### src/rtl/sum4_pkg.sv
package sum4_pkg;

    typedef enum logic {
        FORM_CHAIN = 1'b0,
        FORM_TREE  = 1'b1
    } form_e;

    // ASAP arrival delay that must be added to operand idx (0..3)
    function automatic int unsigned operand_delay(form_e form, int unsigned lat, int unsigned idx);
        if (form == FORM_TREE) return 0;
        if (idx < 2) return 0;
        return (idx - 1) * lat;
    endfunction

    // Total input-to-output latency of the schedule
    function automatic int unsigned sched_latency(form_e form, int unsigned lat);
        return (form == FORM_TREE) ? 2 * lat : 3 * lat;
    endfunction

endpackage

### src/rtl/delay_line.sv
module delay_line #(
    parameter int W     = 16,
    parameter int DEPTH = 10
) (
    input  logic         clk,
    input  logic [W-1:0] din,
    output logic [W-1:0] dout
);
    generate
        if (DEPTH == 0) begin : g_wire
            assign dout = din;
        end else begin : g_regs
            logic [W-1:0] taps [DEPTH];
            always_ff @(posedge clk) begin
                taps[0] <= din;
                for (int i = 1; i < DEPTH; i++) taps[i] <= taps[i-1];
            end
            assign dout = taps[DEPTH-1];
        end
    endgenerate
endmodule

### src/rtl/pipe_adder.sv
module pipe_adder #(
    parameter int W   = 16,
    parameter int LAT = 10
) (
    input  logic         clk,
    input  logic [W-1:0] op_x,
    input  logic [W-1:0] op_y,
    output logic [W-1:0] sum
);
    generate
        if (LAT == 0) begin : g_comb
            assign sum = op_x + op_y;
        end else begin : g_pipe
            logic [W-1:0] stg [LAT];
            always_ff @(posedge clk) begin
                stg[0] <= op_x + op_y;
                for (int i = 1; i < LAT; i++) stg[i] <= stg[i-1];
            end
            assign sum = stg[LAT-1];
        end
    endgenerate
endmodule

### src/rtl/valid_pipe.sv
module valid_pipe #(
    parameter int DEPTH = 30
) (
    input  logic clk,
    input  logic rst,
    input  logic vin,
    output logic vout
);
    localparam int CW = $clog2(DEPTH + 2) + 1;
    localparam logic [CW-1:0] SAT = CW'(DEPTH + 1);

    logic [DEPTH-1:0] sr;

    always_ff @(posedge clk) begin
        if (rst) sr <= '0;
        else     sr <= (sr << 1) | DEPTH'(vin);
    end
    assign vout = sr[DEPTH-1];

    // Checker state: cycles since reset and since the last accepted sample
    logic [CW-1:0] fill_cnt;
    logic [CW-1:0] since_vin;
    always_ff @(posedge clk) begin
        if (rst) begin
            fill_cnt  <= '0;
            since_vin <= SAT;
        end else begin
            if (fill_cnt != SAT) fill_cnt <= fill_cnt + 1'b1;
            if (vin)                 since_vin <= '0;
            else if (since_vin != SAT) since_vin <= since_vin + 1'b1;
        end
    end

    AST_RESET_FLUSH: assert property (@(posedge clk) rst |=> !vout);
    AST_FILL_BEFORE_VALID: assert property (@(posedge clk) disable iff (rst)
        vout |-> fill_cnt >= CW'(DEPTH));
    AST_VALID_HAS_SOURCE: assert property (@(posedge clk) disable iff (rst)
        vout |-> since_vin < CW'(DEPTH));
endmodule

### src/rtl/stream_sum4.sv
module stream_sum4 #(
    parameter int              W       = 16,
    parameter int              ADD_LAT = 10,
    parameter sum4_pkg::form_e FORM    = sum4_pkg::FORM_CHAIN
) (
    input  logic         clk,
    input  logic         rst,
    input  logic         in_vld,
    input  logic [W-1:0] in_a,
    input  logic [W-1:0] in_b,
    input  logic [W-1:0] in_c,
    input  logic [W-1:0] in_d,
    output logic         out_vld,
    output logic [W-1:0] out_sum
);
    import sum4_pkg::*;

    localparam int TOTAL = sched_latency(FORM, ADD_LAT);

    typedef struct packed {
        logic [W-1:0] a;
        logic [W-1:0] b;
        logic [W-1:0] c;
        logic [W-1:0] d;
    } quad_t;

    quad_t        raw, aligned;
    logic [W-1:0] raw_op [4];
    logic [W-1:0] al_op  [4];

    assign raw      = '{a: in_a, b: in_b, c: in_c, d: in_d};
    assign raw_op[0] = raw.a;
    assign raw_op[1] = raw.b;
    assign raw_op[2] = raw.c;
    assign raw_op[3] = raw.d;

    // ASAP operand alignment: each operand waits for its adder's other input
    generate
        for (genvar k = 0; k < 4; k++) begin : g_align
            delay_line #(
                .W    (W),
                .DEPTH(int'(operand_delay(FORM, ADD_LAT, k)))
            ) u_dly (
                .clk (clk),
                .din (raw_op[k]),
                .dout(al_op[k])
            );
        end
    endgenerate

    assign aligned = '{a: al_op[0], b: al_op[1], c: al_op[2], d: al_op[3]};

    logic [W-1:0] sum_l, sum_r;

    pipe_adder #(.W(W), .LAT(ADD_LAT)) u_add_first (
        .clk(clk), .op_x(aligned.a), .op_y(aligned.b), .sum(sum_l)
    );

    generate
        if (FORM == FORM_CHAIN) begin : g_chain
            logic [W-1:0] sum_mid;
            pipe_adder #(.W(W), .LAT(ADD_LAT)) u_add_mid (
                .clk(clk), .op_x(sum_l), .op_y(aligned.c), .sum(sum_mid)
            );
            assign sum_r = aligned.d;
            pipe_adder #(.W(W), .LAT(ADD_LAT)) u_add_last (
                .clk(clk), .op_x(sum_mid), .op_y(sum_r), .sum(out_sum)
            );
        end else begin : g_tree
            pipe_adder #(.W(W), .LAT(ADD_LAT)) u_add_right (
                .clk(clk), .op_x(aligned.c), .op_y(aligned.d), .sum(sum_r)
            );
            pipe_adder #(.W(W), .LAT(ADD_LAT)) u_add_last (
                .clk(clk), .op_x(sum_l), .op_y(sum_r), .sum(out_sum)
            );
        end
    endgenerate

    valid_pipe #(.DEPTH(TOTAL)) u_vld (
        .clk (clk),
        .rst (rst),
        .vin (in_vld),
        .vout(out_vld)
    );

    AST_VALID_DATA_KNOWN: assert property (@(posedge clk) disable iff (rst)
        out_vld |-> !$isunknown(out_sum));
endmodule

### config.mk
export PLATFORM = sky130hd
export DESIGN_NAME = stream_sum4
export DESIGN_NICKNAME = d
export VERILOG_FILES = /design/src/rtl/sum4_pkg.sv /design/src/rtl/delay_line.sv /design/src/rtl/pipe_adder.sv /design/src/rtl/valid_pipe.sv /design/src/rtl/stream_sum4.sv
export SDC_FILE = /design/constraint.sdc
export NUM_CORES = 1
export LEC_CHECK = 0
export CAP_MARGIN = 15
export CORE_UTILIZATION = 52
export DETAILED_ROUTE_END_ITERATION = 10
export HOLD_SLACK_MARGIN = 0.15
export PLACE_DENSITY = 0.69
export REMOVE_ABC_BUFFERS = 1
export SYNTH_ARGS = -nofsm -noshare
export SYNTH_HDL_FRONTEND = slang
export SYNTH_SLANG_ARGS = --single-unit
### constraint.sdc
create_clock -name clk -period 2.4 [get_ports clk]
set_input_delay 0.48 -clock clk [delete_from_list [all_inputs] [get_ports clk]]
set_output_delay 0.48 -clock clk [all_outputs]
set_load 0.02 [all_outputs]
==> results of run 1 <==
-- metrics by stage --
stage | hold slack [ps] | cells | worst slack [ps] | power [mW] | area [um^2]
after floorplan | 310 | 1288 | 66.1 | 22.4 | 22000
after global placement | 310 | 1932 | -492 | 23.1 | 23700
after detailed placement | 312 | 1932 | -511 | 23.4 | 23700
after CTS | 281 | 2091 | 64.1 | 37.5 | 26700
after global routing | 286 | 2091 | 4.21 | 38.7 | 26700
final | 312 | 2091 | 127 | 37.0 | 26700
-- kinds of logic (layout without fill, tap and decap cells) --
family,Yosys count,after routing
simple gates,114,114
buf+inv,8,266
compound gates,94,94
mux,1,1
fa+ha+maj,48,48
xor+xnor,39,39
flops,990,990
-- power by group through the flow --
stage	sequential (mW)	clock, mW	combinational (mW)
2_1_floorplan	21.1	0	1.28
3_3_place_gp	21.1	0	2.08
3_5_place_dp	21.2	0	2.20
4_1_cts	20.9	14.4	2.22
5_1_grt	21.2	15.0	2.46
6_report	20.8	13.9	2.24
-- cell usage in the layout, fill, tap and decap left out, types with 5 or more instances in the layout --
cell | synthesis | layout
o21ai_0 | 16 | 16
clkinv_2 | 0 | 20
a21oi_1 | 27 | 26
and3_1 | 5 | 5
clkbuf_16 | 0 | 87
nand3_1 | 7 | 7
a211oi_1 | 6 | 6
clkbuf_8 | 0 | 14
nor3_1 | 8 | 8
dfxtp_1 | 990 | 990
nor2b_1 | 33 | 33
nand2_1 | 22 | 22
nor2_1 | 21 | 21
xnor2_1 | 20 | 20
clkbuf_1 | 6 | 15
xor2_1 | 19 | 19
bufinv_16 | 0 | 11
ha_1 | 45 | 45
buf_4 | 0 | 22
a21o_1 | 13 | 13
clkdlybuf4s50_1 | 0 | 83
-- what timing repair did --
| action | in CTS | in global routing |
|---|---|---|
| pin swaps | 0 | 0 |
| gates resized for setup | 1 | 4 |
| setup buffers | 0 | 0 |
| endpoints found under the setup margin | 1 | 3 |
-- worst min-delay path by stage --
stage,from,endpoint,slack [ps],cells past startpoint
after CTS,in_d[3],g_align[3].u_dly.g_regs.taps[0][3],280,1
after global routing,in_c[13],g_align[2].u_dly.g_regs.taps[0][13],290,1
final,g_chain.u_add_last.g_pipe.stg[3][7],g_chain.u_add_last.g_pipe.stg[4][7],310,0
after detailed placement,g_align[2].u_dly.g_regs.taps[0][10],g_align[2].u_dly.g_regs.taps[1][10],310,0
after global placement,g_align[3].u_dly.g_regs.taps[0][48],g_align[3].u_dly.g_regs.taps[1][0],310,0
after floorplan,g_align[2].u_dly.g_regs.taps[0][0],g_align[2].u_dly.g_regs.taps[1][0],310,0
-- area by class of cell --
| cell class | count | share of cell area (%) |
|---|---|---|
| Clock inverter | 43 | 2.15 |
| Tap cell | 539 | 2.53 |
| Sequential cell | 990 | 74.2 |
| Timing Repair Buffer | 105 | 3.73 |
| Multi-Input combinational cell | 296 | 8.25 |
| Inverter | 2 | 0.0281 |
| Clock buffer | 116 | 9.09 |
-- routing by layer --
metal	wire, um	up-vias	global-route usage [%]
met2	11400	224	19.1
li1	-	4563	-
met3	1290	69	3.45
met5	0	-	0
met4	815	0	7.23
met1	9040	4064	10.3
-- worst reg2reg max path: stages (launching register included) --
cell	delay [ps]
dfxtp_1	310
ha_1	220
fa_1	410
a21o_1	200
a21o_1	190
a21o_1	250
a2111o_1	380
o221ai_1	110
xnor2_1	150
-- state kept, by name (all words and copies together) (netlist names) --
register,flops
g_align.u_dly.g_regs.taps,480
g_chain.u_add_last.g_pipe.stg,160
g_chain.u_add_mid.g_pipe.stg,160
u_add_first.g_pipe.stg,160
u_vld.sr,30
==> run_results.csv, run 1 <==
group,metric,value,unit
placement,place_hpwl,11700,um
power,power_frac_clock,37.6,%
sta,period_share,94.7,%
worst_setup_path,startpoint,"g_align[2].u_dly.g_regs.taps[9][0]",
die,initial_core_util,52.7,%
grt,antenna_found_initial,0,
finish,fillers,2854,
yosys,synth.cells.most_frequent,"990 x dfxtp_1, 45 x ha_1, 33 x nor2b_1, 27 x a21oi_1, 22 x nand2_1",
worst_setup_path,r2r_cells,8,
worst_setup_path,reg2reg_to,"g_chain.u_add_mid.g_pipe.stg[0][12]",
yosys,synthFlopType,"dfxtp_1",
worst_setup_path,r2r_slack,130,ps
yosys,synthesis.area,22000,um^2
clock_tree,root_buffer,"clkbuf_16",
yosys,yosys.area.top_type,"dfxtp_1",
finish,drive_above_1_share,11.1,%
grt,overflow,0,
die,fp.dieArea,43200,um^2
sta,hold_viol,0,
worst_setup_path,cp_top_family,"compound AO/OA/AOI/OAI gates",
yosys,synth_seq_cells,990,
yosys,yosysWarnings,0,
sta,maxSlewHeadroom,61.6,%
worst_setup_path,crit_end,"g_chain.u_add_mid.g_pipe.stg[0][12]",
grt,grt_pass1_wl,37600,um
placement,port_buffers,83,
clock_tree,hold_buffers,0,
die,die_h,208,um
worst_setup_path,path_depth,8,
power,power.static_leakage,11.3,nW
power,combPwrFrac,6.1,%
sta,slew_violations,0,
sta,grt_setup_unrepaired,"no",
yosys,yosysUniqueCellTypes,48,
yosys,synthArstFlopShare,0,%
routing,drc_errors,0,
grt,grt_util_all_layers,10.6,%
sta,worst_slew_pin_slew,569,ps
yosys,synth_adder_area_share,2.83,%
sta,fin_worst_skew,16.3,ps
sta,period_minus_slack,2270,ps
yosys,syn_inst,1294,
finish,multi_input_area,2200,um^2
routing,antenna_left,0,
worst_setup_path,r2r_start,"g_align[2].u_dly.g_regs.taps[9][0]",
yosys,yosysMostFrequentCell,"dfxtp_1",
clock_tree,cts.clk_slew.worst_paths,70,ps
yosys,yosysTopAreaCellShare,89.9,%
finish,diodes,0,
routing,drtIter0Drc,424,
clock_tree,cts_tree,"built",
finish,nets,1596,
yosys,synth-edff-count,0,
yosys,synth_compound_area_share,2.82,%
yosys,synth_top_family_by_area,"adder cells",
flow_run,cap_violations,0,
clock_tree,cts_buffers,86,
clock_tree,htree_levels,3,
worst_setup_path,path_common_cell,"a21o_1",
placement,gp_congestion,0.827,
finish,final_util,63.8,%
worst_setup_path,critPathRequiredTime,2940,ps
clock_tree,clk_latency,600,ps
power,p_per_area,1390,nW/um^2
power,swShare,20.2,%
yosys,synth-xor-area-share,1.55,%
power,switching_power,7.47,mW
yosys,synthSimpleGateAreaFrac,2.71,%
worst_setup_path,crit_buf_inv,0,
die,dieWidth,208,um
routing,via_per_inst,4.27,
sta,max_freq,440,MHz
grt,grt_max_degree,31,
sta,setup_tns,0,ps
die,rows,75,
power,p_seq_share,56.3,%
worst_setup_path,path_max_fanout,3,
power,vdd_drop_max,0.566,mV
worst_setup_path,critPathCaptureType,"flop",
finish,syn2layout_area_growth,21.1,%
worst_setup_path,slowest_delay,410,ps
sta,final-setup-viol-count,0,
die,ios,84,
worst_setup_path,crit_chain,"ha_1 -> fa_1 -> a21o_1 -> a21o_1 -> a21o_1 -> a2111o_1 -> o221ai_1 -> xnor2_1",
status,status,"finished clean",
yosys,synthMuxAreaShare,0.0454,%
power,p_int,29.5,mW
clock_tree,cts_buffer_depth,3,
hold_path,min-delay-path-class,"reg2reg",
routing,wire_per_inst,10.8,um
finish,seq_area,19800,um^2
worst_setup_path,worstPathArrival,2810,ps
die,core,41900,um^2
worst_setup_path,crit_path_start_kind,"flop",
routing,drt-total-wl,22500,um
grt,grt_pass1_vias,8807,
routing,dr.pass1.iters,5,
worst_setup_path,slowest_stage,"fa_1",
yosys,avgSynthCellArea,17.0,um^2
clock_tree,cts.sinks,990,
yosys,ys_seq_area_share,89.9,%
routing,num_vias,8920,
yosys,yosys-top-cells-area,"dfxtp_1 90%, ha_1 2.6%, nor2b_1 0.94%, xnor2_1 0.79%, xor2_1 0.75%",
worst_setup_path,critical_path_class,"reg2reg",
Power figures use the tool's default switching activity.
==> run 2, diff against run 1 <==
CORE_MARGIN = 3   (was default)
RECOVER_POWER = 25   (was default)
==> run_results.csv, run 2 (same netlist as run 1, synthesis figures left out) <==
group,metric,value,unit
finish,diodes,0,
clock_tree,cts.clk_slew.worst_paths,60,ps
worst_setup_path,crit_chain,"clkdlybuf4s50_1 -> ha_1 -> a21o_1 -> a21boi_1 -> o21ai_1 -> a211o_1 -> and4_4 -> or3_1",
power,power.static_leakage,11.3,nW
die,core,41400,um^2
sta,slew_violations,0,
grt,grt_pass1_wl,38000,um
finish,nets,1596,
routing,wire_per_inst,10.7,um
worst_setup_path,slowest_delay,440,ps
grt,overflow,0,
routing,drtIter0Drc,456,
sta,fin_worst_skew,14.7,ps
clock_tree,cts_buffers,86,
grt,grt_util_all_layers,10.3,%
worst_setup_path,path_max_fanout,4,
clock_tree,clk_latency,590,ps
worst_setup_path,critPathCaptureType,"flop",
worst_setup_path,crit_path_start_kind,"input pin",
finish,drive_above_1_share,11.3,%
clock_tree,hold_buffers,0,
die,fp.dieArea,44900,um^2
placement,place_hpwl,11600,um
finish,largest_reg_flops,480,
routing,drt-total-wl,22300,um
hold_path,holdPathEnd,"g_align[3].u_dly.g_regs.taps[3][8]",
worst_setup_path,critical_path_class,"in2reg",
worst_setup_path,critPathRequiredTime,2870,ps
worst_setup_path,slowest_stage,"clkdlybuf4s50_1",
hold_path,hold_depth,0,
finish,layout_commonest_cell,"dfxtp_1",
clock_tree,cts_tree,"built",
die,ios,84,
worst_setup_path,reg2reg_to,"g_chain.u_add_mid.g_pipe.stg[0][12]",
finish,fillers,2839,
die,die_h,212,um
clock_tree,cts_setup_buffers,0,
sta,maxSlewHeadroom,67.5,%
routing,num_vias,8884,
power,vdd_drop_max,0.604,mV
routing,drc_errors,0,
grt,antenna_found_initial,0,
grt,grt_pass1_vias,8747,
clock_tree,root_buffer,"clkbuf_16",
sta,max_freq,438,MHz
worst_setup_path,r2r_start,"g_align[2].u_dly.g_regs.taps[9][0]",
routing,antenna_left,0,
sta,final-setup-viol-count,0,
die,initial_core_util,53.3,%
sta,whs,313,ps
finish,syn2layout_area_growth,21.3,%
sta,period_share,95.2,%
finish,final_util,64.6,%
finish,mostFrequentLayoutCells,"990 x dfxtp_1, 90 x clkbuf_16, 54 x clkdlybuf4s50_1, 45 x ha_1, 33 x nor2b_1",
flow_run,cap_violations,0,
placement,gp_congestion,0.779,
worst_setup_path,cp_top_family,"compound AO/OA/AOI/OAI gates",
placement,port_buffers,83,
power,p_per_area,1390,nW/um^2
finish,multi_input_area,2200,um^2
status,status,"finished clean",
worst_setup_path,r2r_cells,8,
routing,dr.pass1.iters,4,
hold_path,hold_start,"g_align[3].u_dly.g_regs.taps[2][56]",
routing,via_per_inst,4.27,
sta,period_minus_slack,2290,ps
finish,seq_area,19800,um^2
sta,worst_slew_pin_slew,482,ps
worst_setup_path,crit_buf_inv,1,
worst_setup_path,r2r_slack,130,ps
clock_tree,cts.sinks,990,
die,dieWidth,212,um
sta,grt_setup_unrepaired,"no",
worst_setup_path,worstPathArrival,2760,ps
finish,top_register,"g_align.u_dly.g_regs.taps",
die,rows,74,
clock_tree,htree_levels,3,
hold_path,min-delay-path-class,"reg2reg",
grt,grt_max_degree,31,
clock_tree,cts_buffer_depth,3,
sta,hold_viol,0,
==> run 2: cell type report <==
cell class | instances | area share, %
Clock buffer | 120 | 9.55
Tap cell | 532 | 2.49
Multi-Input combinational cell | 296 | 8.21
Sequential cell | 990 | 74.1
Inverter | 2 | 0.0281
Clock inverter | 38 | 1.90
Timing Repair Buffer | 105 | 3.72
==> run 2: where the power goes <==
group          leakage [nW]  switching (mW)  total (mW)  internal, mW
sequential             8.34           0.733        20.8          20.1
combinational          1.46            1.14        2.21          1.07
clock                  1.49            5.53        14.2          8.65
total                  11.3            7.41        37.2          29.8
==> run 2: how the worst max path moves through the flow <==
| stage | start | cells after the start | end | slack [ps] |
|---|---|---|---|---|
| 6_report | in_a[1] | 8 | u_add_first.g_pipe.stg[0][13] | 110 |
| 5_1_grt | in_a[0] | 10 | u_add_first.g_pipe.stg[0][14] | 20 |
| 4_1_cts | g_align[2].u_dly.g_regs.taps[9][0] | 8 | g_chain.u_add_mid.g_pipe.stg[0][14] | 80 |
| 3_5_place_dp | in_a[1] | 8 | u_add_first.g_pipe.stg[0][13] | -540 |
| 3_3_place_gp | in_a[0] | 10 | u_add_first.g_pipe.stg[0][14] | -480 |
| 2_1_floorplan | in_a[5] | 7 | u_add_first.g_pipe.stg[0][13] | 70 |
==> run 2: metrics by stage <==
stage               setup slack (ps)  cells  TNS [ps]  power [mW]  instance area (um^2)
floorplan                       66.1   1288         0        22.4                 22000
global placement                -478   1925     -2200        23.1                 23700
detailed placement              -538   1925     -2740        23.4                 23700
global route                    16.8   2083         0        39.0                 26700
finish                           114   2083         0        37.2                 26700
CTS                             79.6   2083         0        37.8                 26700
==> run 2: metal layers <==
layer	track usage [%]	share of wire (%)	vias up
li1	-	-	4571
met1	10.6	41	4027
met2	18.0	49	216
met3	3.69	6.5	70
met4	6.30	3.6	0
met5	0	0	-
==> run 2: worst reg2reg max path, delay by kind of cell (launching register included) <==
| kind | cells | cell delay [ps] |
|---|---|---|
| flip-flops | 1 | 310 |
| adder cells (fa/ha/maj) | 2 | 620 |
| AO/OA/AOI/OAI | 5 | 1130 |
| XOR/XNOR | 1 | 150 |
==> run 2: repair_timing <==
action,CTS,global route
resized for setup,1,3
endpoints found under the setup margin,1,3
pin swaps,0,0
cloned,0,0
